[config.mk]
export PLATFORM = sky130hd
export DESIGN_NAME = rstq_ctrl
export DESIGN_NICKNAME = d
export VERILOG_FILES = /design/src/rtl/rstq_pkg.sv /design/src/rtl/rstq_sync.sv /design/src/rtl/rstq_rst_sync.sv /design/src/rtl/rstq_fsm.sv /design/src/rtl/rstq_ctrl.sv
export SDC_FILE = /design/constraint.sdc
export NUM_CORES = 1
export LEC_CHECK = 0
export ABC_CLOCK_PERIOD_IN_PS = 2100
export BUFFER_PORTS_ARGS = -buffer_cell sky130_fd_sc_hd__buf_2
export CORE_MARGIN = 2
export CORE_UTILIZATION = 52
export CTS_CLUSTER_DIAMETER = 80
export DETAILED_ROUTE_END_ITERATION = 16
export GPL_TIMING_DRIVEN = 0
export PLACE_DENSITY_LB_ADDON = 0.1
export SYNTH_ARGS = -nofsm -noshare
export SYNTH_HDL_FRONTEND = slang
export SYNTH_HIERARCHICAL = 1
export SYNTH_SLANG_ARGS = --single-unit
[constraint.sdc]
create_clock -name clk -period 2.1 [get_ports clk]
set_input_delay 0.105 -clock clk [delete_from_list [all_inputs] [get_ports clk]]
set_output_delay 0.105 -clock clk [all_outputs]
set_load 0.05 [all_outputs]
[src/rtl/rstq_pkg.sv]
package rstq_pkg;
  typedef enum logic [1:0] {
    ST_RUN  = 2'd0,
    ST_WAIT = 2'd1,
    ST_RST  = 2'd2
  } rstq_state_e;
endpackage

[src/rtl/rstq_sync.sv]
module rstq_sync #(
  parameter int W      = 1,
  parameter int STAGES = 2
) (
  input  logic         clk,
  input  logic         rst_n,
  input  logic [W-1:0] d,
  output logic [W-1:0] q
);
  logic [W-1:0] stage_q [STAGES];

  for (genvar g = 0; g < STAGES; g++) begin : g_stage
    logic [W-1:0] stage_d;
    if (g == 0) begin : g_first
      assign stage_d = d;
    end else begin : g_next
      assign stage_d = stage_q[g-1];
    end
    always_ff @(posedge clk or negedge rst_n) begin
      if (!rst_n) stage_q[g] <= '0;
      else        stage_q[g] <= stage_d;
    end
  end

  assign q = stage_q[STAGES-1];
endmodule

[src/rtl/rstq_rst_sync.sv]
module rstq_rst_sync #(
  parameter int STAGES = 2
) (
  input  logic clk,
  input  logic arst_n,
  output logic srst_n
);
  logic [STAGES-1:0] chain_q;

  always_ff @(posedge clk or negedge arst_n) begin
    if (!arst_n) chain_q <= '0;
    else         chain_q <= {chain_q[STAGES-2:0], 1'b1};
  end

  assign srst_n = chain_q[STAGES-1];
endmodule

[src/rtl/rstq_fsm.sv]
module rstq_fsm
  import rstq_pkg::*;
#(
  parameter int HOLD_CYCLES = 16,
  localparam int CNT_W      = $clog2(HOLD_CYCLES + 1)
) (
  input  logic        clk,
  input  logic        rst_n,
  input  logic        req_pulse,
  input  logic        sync_mode,
  input  logic        all_idle,
  output rstq_state_e state_o,
  output logic        sleep_o,
  output logic        in_rst_o
);
  localparam logic [CNT_W-1:0] HOLD_LAST = CNT_W'(HOLD_CYCLES - 1);

  rstq_state_e      state_q, state_d;
  logic [CNT_W-1:0] cnt_q, cnt_d;
  logic             sleep_q, sleep_d;

  always_comb begin
    state_d = state_q;
    cnt_d   = cnt_q;
    sleep_d = sleep_q;
    unique case (state_q)
      ST_RUN: begin
        if (req_pulse) begin
          if (sync_mode) begin
            state_d = ST_WAIT;
            sleep_d = 1'b1;
          end else begin
            state_d = ST_RST;
            cnt_d   = HOLD_LAST;
          end
        end
      end
      ST_WAIT: begin
        if (all_idle) begin
          state_d = ST_RST;
          cnt_d   = HOLD_LAST;
        end
      end
      ST_RST: begin
        if (cnt_q == '0) begin
          state_d = ST_RUN;
          sleep_d = 1'b0;
        end else begin
          cnt_d = cnt_q - 1'b1;
        end
      end
      default: begin
        state_d = ST_RUN;
        sleep_d = 1'b0;
      end
    endcase
  end

  always_ff @(posedge clk or negedge rst_n) begin
    if (!rst_n) begin
      state_q <= ST_RUN;
      cnt_q   <= '0;
      sleep_q <= 1'b0;
    end else begin
      state_q <= state_d;
      cnt_q   <= cnt_d;
      sleep_q <= sleep_d;
    end
  end

  assign state_o  = state_q;
  assign sleep_o  = sleep_q;
  assign in_rst_o = (state_q == ST_RST);
endmodule

[src/rtl/rstq_ctrl.sv]
module rstq_ctrl
  import rstq_pkg::*;
#(
  parameter int NUM_BUS     = 3,
  parameter int DMA_BUS     = 2,
  parameter int HOLD_CYCLES = 16,
  parameter int SYNC_STAGES = 2,
  parameter int CFG_W       = 8,
  parameter int MODE_BIT    = 7
) (
  input  logic               clk,
  input  logic               rst_n,
  input  logic               init_req_n,
  input  logic               op_req,
  input  logic [NUM_BUS-1:0] bus_idle,
  input  logic               cfg_we,
  input  logic [CFG_W-1:0]   cfg_wdata,
  output logic               init_rst_n,
  output logic               op_rst_n,
  output logic [NUM_BUS-1:0] sleep_req,
  output logic               sync_mode_o,
  output logic [1:0]         state_o
);
  localparam logic [NUM_BUS-1:0] IDLE_IGNORE =
    (DMA_BUS < NUM_BUS) ? (NUM_BUS'(1) << DMA_BUS) : '0;

  logic               sys_rst_n;
  logic               req_s, req_d_q, req_pulse;
  logic [NUM_BUS-1:0] idle_s;
  logic               all_idle;
  logic               mode_q, mode_d;
  logic               sleep_bit, in_rst;
  rstq_state_e        fsm_state;

  rstq_rst_sync #(.STAGES(SYNC_STAGES)) u_rst_sync (
    .clk    (clk),
    .arst_n (rst_n & init_req_n),
    .srst_n (sys_rst_n)
  );

  rstq_sync #(.W(1), .STAGES(SYNC_STAGES)) u_req_sync (
    .clk   (clk),
    .rst_n (sys_rst_n),
    .d     (op_req),
    .q     (req_s)
  );

  rstq_sync #(.W(NUM_BUS), .STAGES(SYNC_STAGES)) u_idle_sync (
    .clk   (clk),
    .rst_n (sys_rst_n),
    .d     (bus_idle),
    .q     (idle_s)
  );

  always_ff @(posedge clk or negedge sys_rst_n) begin
    if (!sys_rst_n) req_d_q <= 1'b0;
    else            req_d_q <= req_s;
  end

  assign req_pulse = req_s & ~req_d_q;
  assign all_idle  = &(idle_s | IDLE_IGNORE);

  always_comb begin
    mode_d = mode_q;
    if (cfg_we) mode_d = cfg_wdata[MODE_BIT];
  end

  always_ff @(posedge clk or negedge sys_rst_n) begin
    if (!sys_rst_n) mode_q <= 1'b0;
    else            mode_q <= mode_d;
  end

  rstq_fsm #(.HOLD_CYCLES(HOLD_CYCLES)) u_fsm (
    .clk       (clk),
    .rst_n     (sys_rst_n),
    .req_pulse (req_pulse),
    .sync_mode (mode_q),
    .all_idle  (all_idle),
    .state_o   (fsm_state),
    .sleep_o   (sleep_bit),
    .in_rst_o  (in_rst)
  );

  assign init_rst_n  = sys_rst_n;
  assign op_rst_n    = sys_rst_n & ~in_rst;
  assign sleep_req   = {NUM_BUS{sleep_bit}};
  assign sync_mode_o = mode_q;
  assign state_o     = fsm_state;
endmodule

# Yosys cells after proc, flatten, opt, wreduce, memory -nomap -nowiden
# Index checks and enable logic that the tools add are counted.
# word_totals
register_bits	18
in_bits	16
word_cells	46
# op_classes
mux	14
addsub	1
reduce_logical	7
eq_ne	8
n_bitwise	6
# ops
cell	n
5-bit 2-to-1 mux	4
5-bit case mux with 3 select lines	1
2-bit inequality test (second input constant)	5
2-bit 2-to-1 mux	4
2-bit case mux with 3 select lines	1
5-bit zero test	1
5-bit AND reduction	1
5-bit by 1-bit subtractor with 5-bit output (second input constant)	1
4-bit AND reduction	1
1-bit bitwise AND	3
1-bit 2-to-1 mux	3
1-bit inverter	3
1-bit case mux with 3 select lines	1
3-bit AND reduction	1
3-bit nonzero test	1
2-bit by 1-bit equality test with 1-bit output (second input constant)	1
2-bit equality test (second input constant)	1
2-bit zero test	1
2-bit by 1-bit inequality test with 1-bit output (second input constant)	1
2-bit AND reduction	1

# Logic depth before layout (Yosys ltp)
# logic_depth
depth_word	4
depth_mapped	5
mapped_depth_nobuf	5

# By module
# The synthesis kept the hierarchy.
# modules_own_cells
mod	cells_each	area_per_inst_um2	n_inst
rstq_fsm	38	412.9	1
rstq_sync at u_idle_sync	6	150.1	1
rstq_ctrl	10	112.6	1
rstq_rst_sync	3	53.8	1
rstq_sync at u_req_sync	2	50.0	1

# Worst setup path after synthesis
# Ideal clock, no wire load.
# synth_path
path_kind	register to output
from	register u_rst_sync.chain_q[1]
to	output op_rst_n
path_buffers	0
arrival_time_ns	1.804
required_ns	1.995
path_slack_ns	0.191
path_stages_with_launch	2
path_cell_list	dfrtp_1 -> nor2b_1
# synth_between
elab_chain_len	1
# synth_lines
element	line	rtl
start, declared	rstq_rst_sync.sv:8	logic [STAGES-1:0] chain_q;
start signal, assigned	rstq_rst_sync.sv:12	else chain_q <= {chain_q[STAGES-2:0], 1'b1};
1-bit bitwise AND	rstq_ctrl.sv:85	assign op_rst_n = sys_rst_n & ~in_rst;
end, declared	rstq_ctrl.sv:19	output logic op_rst_n,
# Every way passes these cells.

# Worst setup path after layout
# layout_path
from	register u_fsm.cnt_q[0]
to	register u_fsm.cnt_q[1]
# layout_between
elab_chain_len	3
word_cells_on_any_way	6
classes_between	1 x add/sub; 1 x eq/ne; 2 x mux; 2 x reduce/logical
# layout_lines
element	line	rtl
start, declared	rstq_fsm.sv:19	logic [CNT_W-1:0] cnt_q, cnt_d;
start signal, assigned	rstq_fsm.sv:66	cnt_q <= cnt_d;
5-bit by 1-bit subtractor with 5-bit output or 5-bit zero test (tied branches)	rstq_fsm.sv:49, rstq_fsm.sv:45	
5-bit 2-to-1 mux or 2-bit inequality test (tied branches)	--	
5-bit case mux with 3 select lines or 5-bit AND reduction (tied branches)	--	
# Several ways; a longest one is shown, not always the timed one. The select of a mux whose other input is x is not followed.
# A chain may end at the register's enable or synchronous reset.

==> impl_metrics.csv <==
group,metric,value,unit
worst_setup_path,r2r-end,"u_fsm/cnt_q[1]",
placed_design,place_congestion,0.745,
grt,grt_pass1_wl,1.99,mm
timing,timing.final.crit_share,0.939,
cells_and_area,seq_area,450,um2
drt,postRouteWirelength,1.09,mm
floorplan,rows,13,
synth,yosysWarnings,6,
run,maxCapViolCount,0,
floorplan,num_io_pins,24,
clock_tree,cts_setup_buffers,0,
clock_tree,cts_tree,"built",
min_path,hp-start,"cfg_wdata[7]",
cells_and_area,final_util,0.699,
cells_and_area,drive_gt1_frac,0.346,
worst_setup_path,crit_required,2.28,ns
timing,min_period,1.97,ns
grt,grtUsageTotal,0.153,
worst_setup_path,startpoint_type,"register",
grt,grt_max_degree,19,
worst_setup_path,crit_buf_inv,1,
clock_tree,cts.clk_slew.worst_paths,0.09,ns
cells_and_area,multi_input_area,238,um2
clock_tree,clk_latency,0.29,ns
clock_tree,cts_max_path_buffers,2,
cells_and_area,syn_to_final_growth,24.7,%
drt,ant_nets,0,
clock_tree,cts_buffers,3,
placed_design,place.detailed.hpwl,793,um
worst_setup_path,endpoint_kind,"register",
worst_setup_path,endpoint,"u_fsm/cnt_q[1]",
timing,setup_viol,0,
grt,overflow,0,
grt,antenna_found_initial,0,
synth,syn_inst,57,
worst_setup_path,crit_slowest_cell,"or4b_4",
floorplan,initial_core_util,0.561,
worst_setup_path,cp_max_fo,5,
worst_setup_path,critical_path_class,"reg2reg",
clock_tree,clock_sinks,18,
timing,rsz0062_at_grt,"false",
timing,max_slew_margin,0.548,
cells_and_area,fin_nets,99,
timing,slew_violations,0,
timing,finClkSkew,0.00274,ns
cells_and_area,mostFrequentLayoutCell,"dfrtp_1",
floorplan,dieArea,1720,um2
synth,avgSynthCellArea,12.8,um2
grt,grt_pass1_vias,470,
worst_setup_path,rr_startpoint,"u_fsm/cnt_q[0]",
drt,firstDrtPassIters,4,
drt,drt_iter0_drc,1,
floorplan,core_area,1300,um2
placed_design,portBuffers,15,
worst_setup_path,r2r_setup_slack,0.13,ns
timing,worst_pin_slew,0.669,ns
drt,via_per_inst,5.01,
floorplan,fp.dieH,41.5,um
worst_setup_path,arrival,2.15,ns
drt,wl_per_cell,11.4,um
worst_setup_path,path_depth,5,
cells_and_area,diodes,0,
synth,synth_nets,74,
worst_setup_path,rr_worst_depth,5,
power_and_ir_drop,cellLeakagePower,0.456,nW
worst_setup_path,critical_path.max_stage_delay,0.50,ns
floorplan,die_w,41.5,um
clock_tree,cts-root-buf,"clkbuf_4",
power_and_ir_drop,irDropWorstVdd,0.573,mV
timing,timing.fmax,507,MHz
min_path,hold_class,"in2reg",
clock_tree,cts_max_level,1,
worst_setup_path,crit_start,"u_fsm/cnt_q[0]",
drt,num_vias,481,
drt,drc,0,
cells_and_area,layout_common_cells,"dfrtp_1, buf_2, dlygate4sd3_1, inv_1",
power_and_ir_drop,p_per_area,1310,nW/um2
worst_setup_path,path_cells,"inv_1 > ha_1 > or4b_4 > a211oi_4 > mux2_4",
synth,syn-cell-area,729,um2
status,outcome,"finished clean",
worst_setup_path,crit_family,"simple AND/OR/NAND/NOR gates",
timing,fin_tns_setup,0,ns
cells_and_area,nFillCells,106,
timing,hold_viol,0,
==> final cells by class <==
type / instances / area share
sequential: 18 / 0.495
buffer: 3 / 0.0248
timing repair buffer: 20 / 0.138
inverter: 5 / 0.0206
clock buffer: 4 / 0.0399
tap: 15 / 0.0206
multi-input combinational: 31 / 0.261
==> what timing repair did <==
action                                 CTS  global route
setup endpoints to repair                0             1
hold buffers                             5             0
resized for setup                        0             0
endpoints found under the hold margin    5             0
==> metal layers <==
layer  GRT usage  vias to the layer above  wire [um]
met5           0                        -          0
met4      0.0774                        0         14
met3      0.0391                        2         66
met2       0.234                       15        494
met1       0.202                      224        515
li1            -                      240          -
==> power by group <==
part           total, W  switching, W  internal [W]
clock          0.000203     0.0000978      0.000106
combinational  0.000497      0.000313      0.000184
sequential     0.000495     0.0000815      0.000414
total           0.00120      0.000492      0.000703
==> worst min-delay path by stage <==
stage	endpoint	slack, ns	cells after the start
global route	sync_mode_o	0.03	2
CTS	sync_mode_o	0.03	2
detailed placement	u_rst_sync/chain_q[0]	0.002	2
global placement	u_rst_sync/chain_q[0]	-0.005	2
floorplan	u_rst_sync/chain_q[0]	-0.09	1
finish	sync_mode_o	0.04	2
==> flip-flops by register name (all words and copies together), names as in the netlist, 2 cells and up <==
name and flops:
u_idle_sync/g_stage.stage_d 2, u_idle_sync/q 2, u_fsm/cnt_q 5, u_rst_sync/chain_q 2
u_fsm/state_o 2
==> per-stage QoR <==
| step | instance area, um2 | hold slack (ns) | setup slack (ns) | total power, W | cells |
|---|---|---|---|---|---|
| finish | 910 | 0.0413 | 0.129 | 0.00120 | 96 |
| global route | 910 | 0.0292 | 0.0130 | 0.00128 | 96 |
| floorplan | 729 | -0.0887 | 0.236 | 0.000888 | 57 |
| CTS | 910 | 0.0273 | 0.104 | 0.00121 | 96 |
| detailed placement | 823 | 0.00172 | 0.131 | 0.000989 | 87 |
| global placement | 823 | -0.00510 | 0.109 | 0.000978 | 87 |
(Power assumes the default switching activity.)
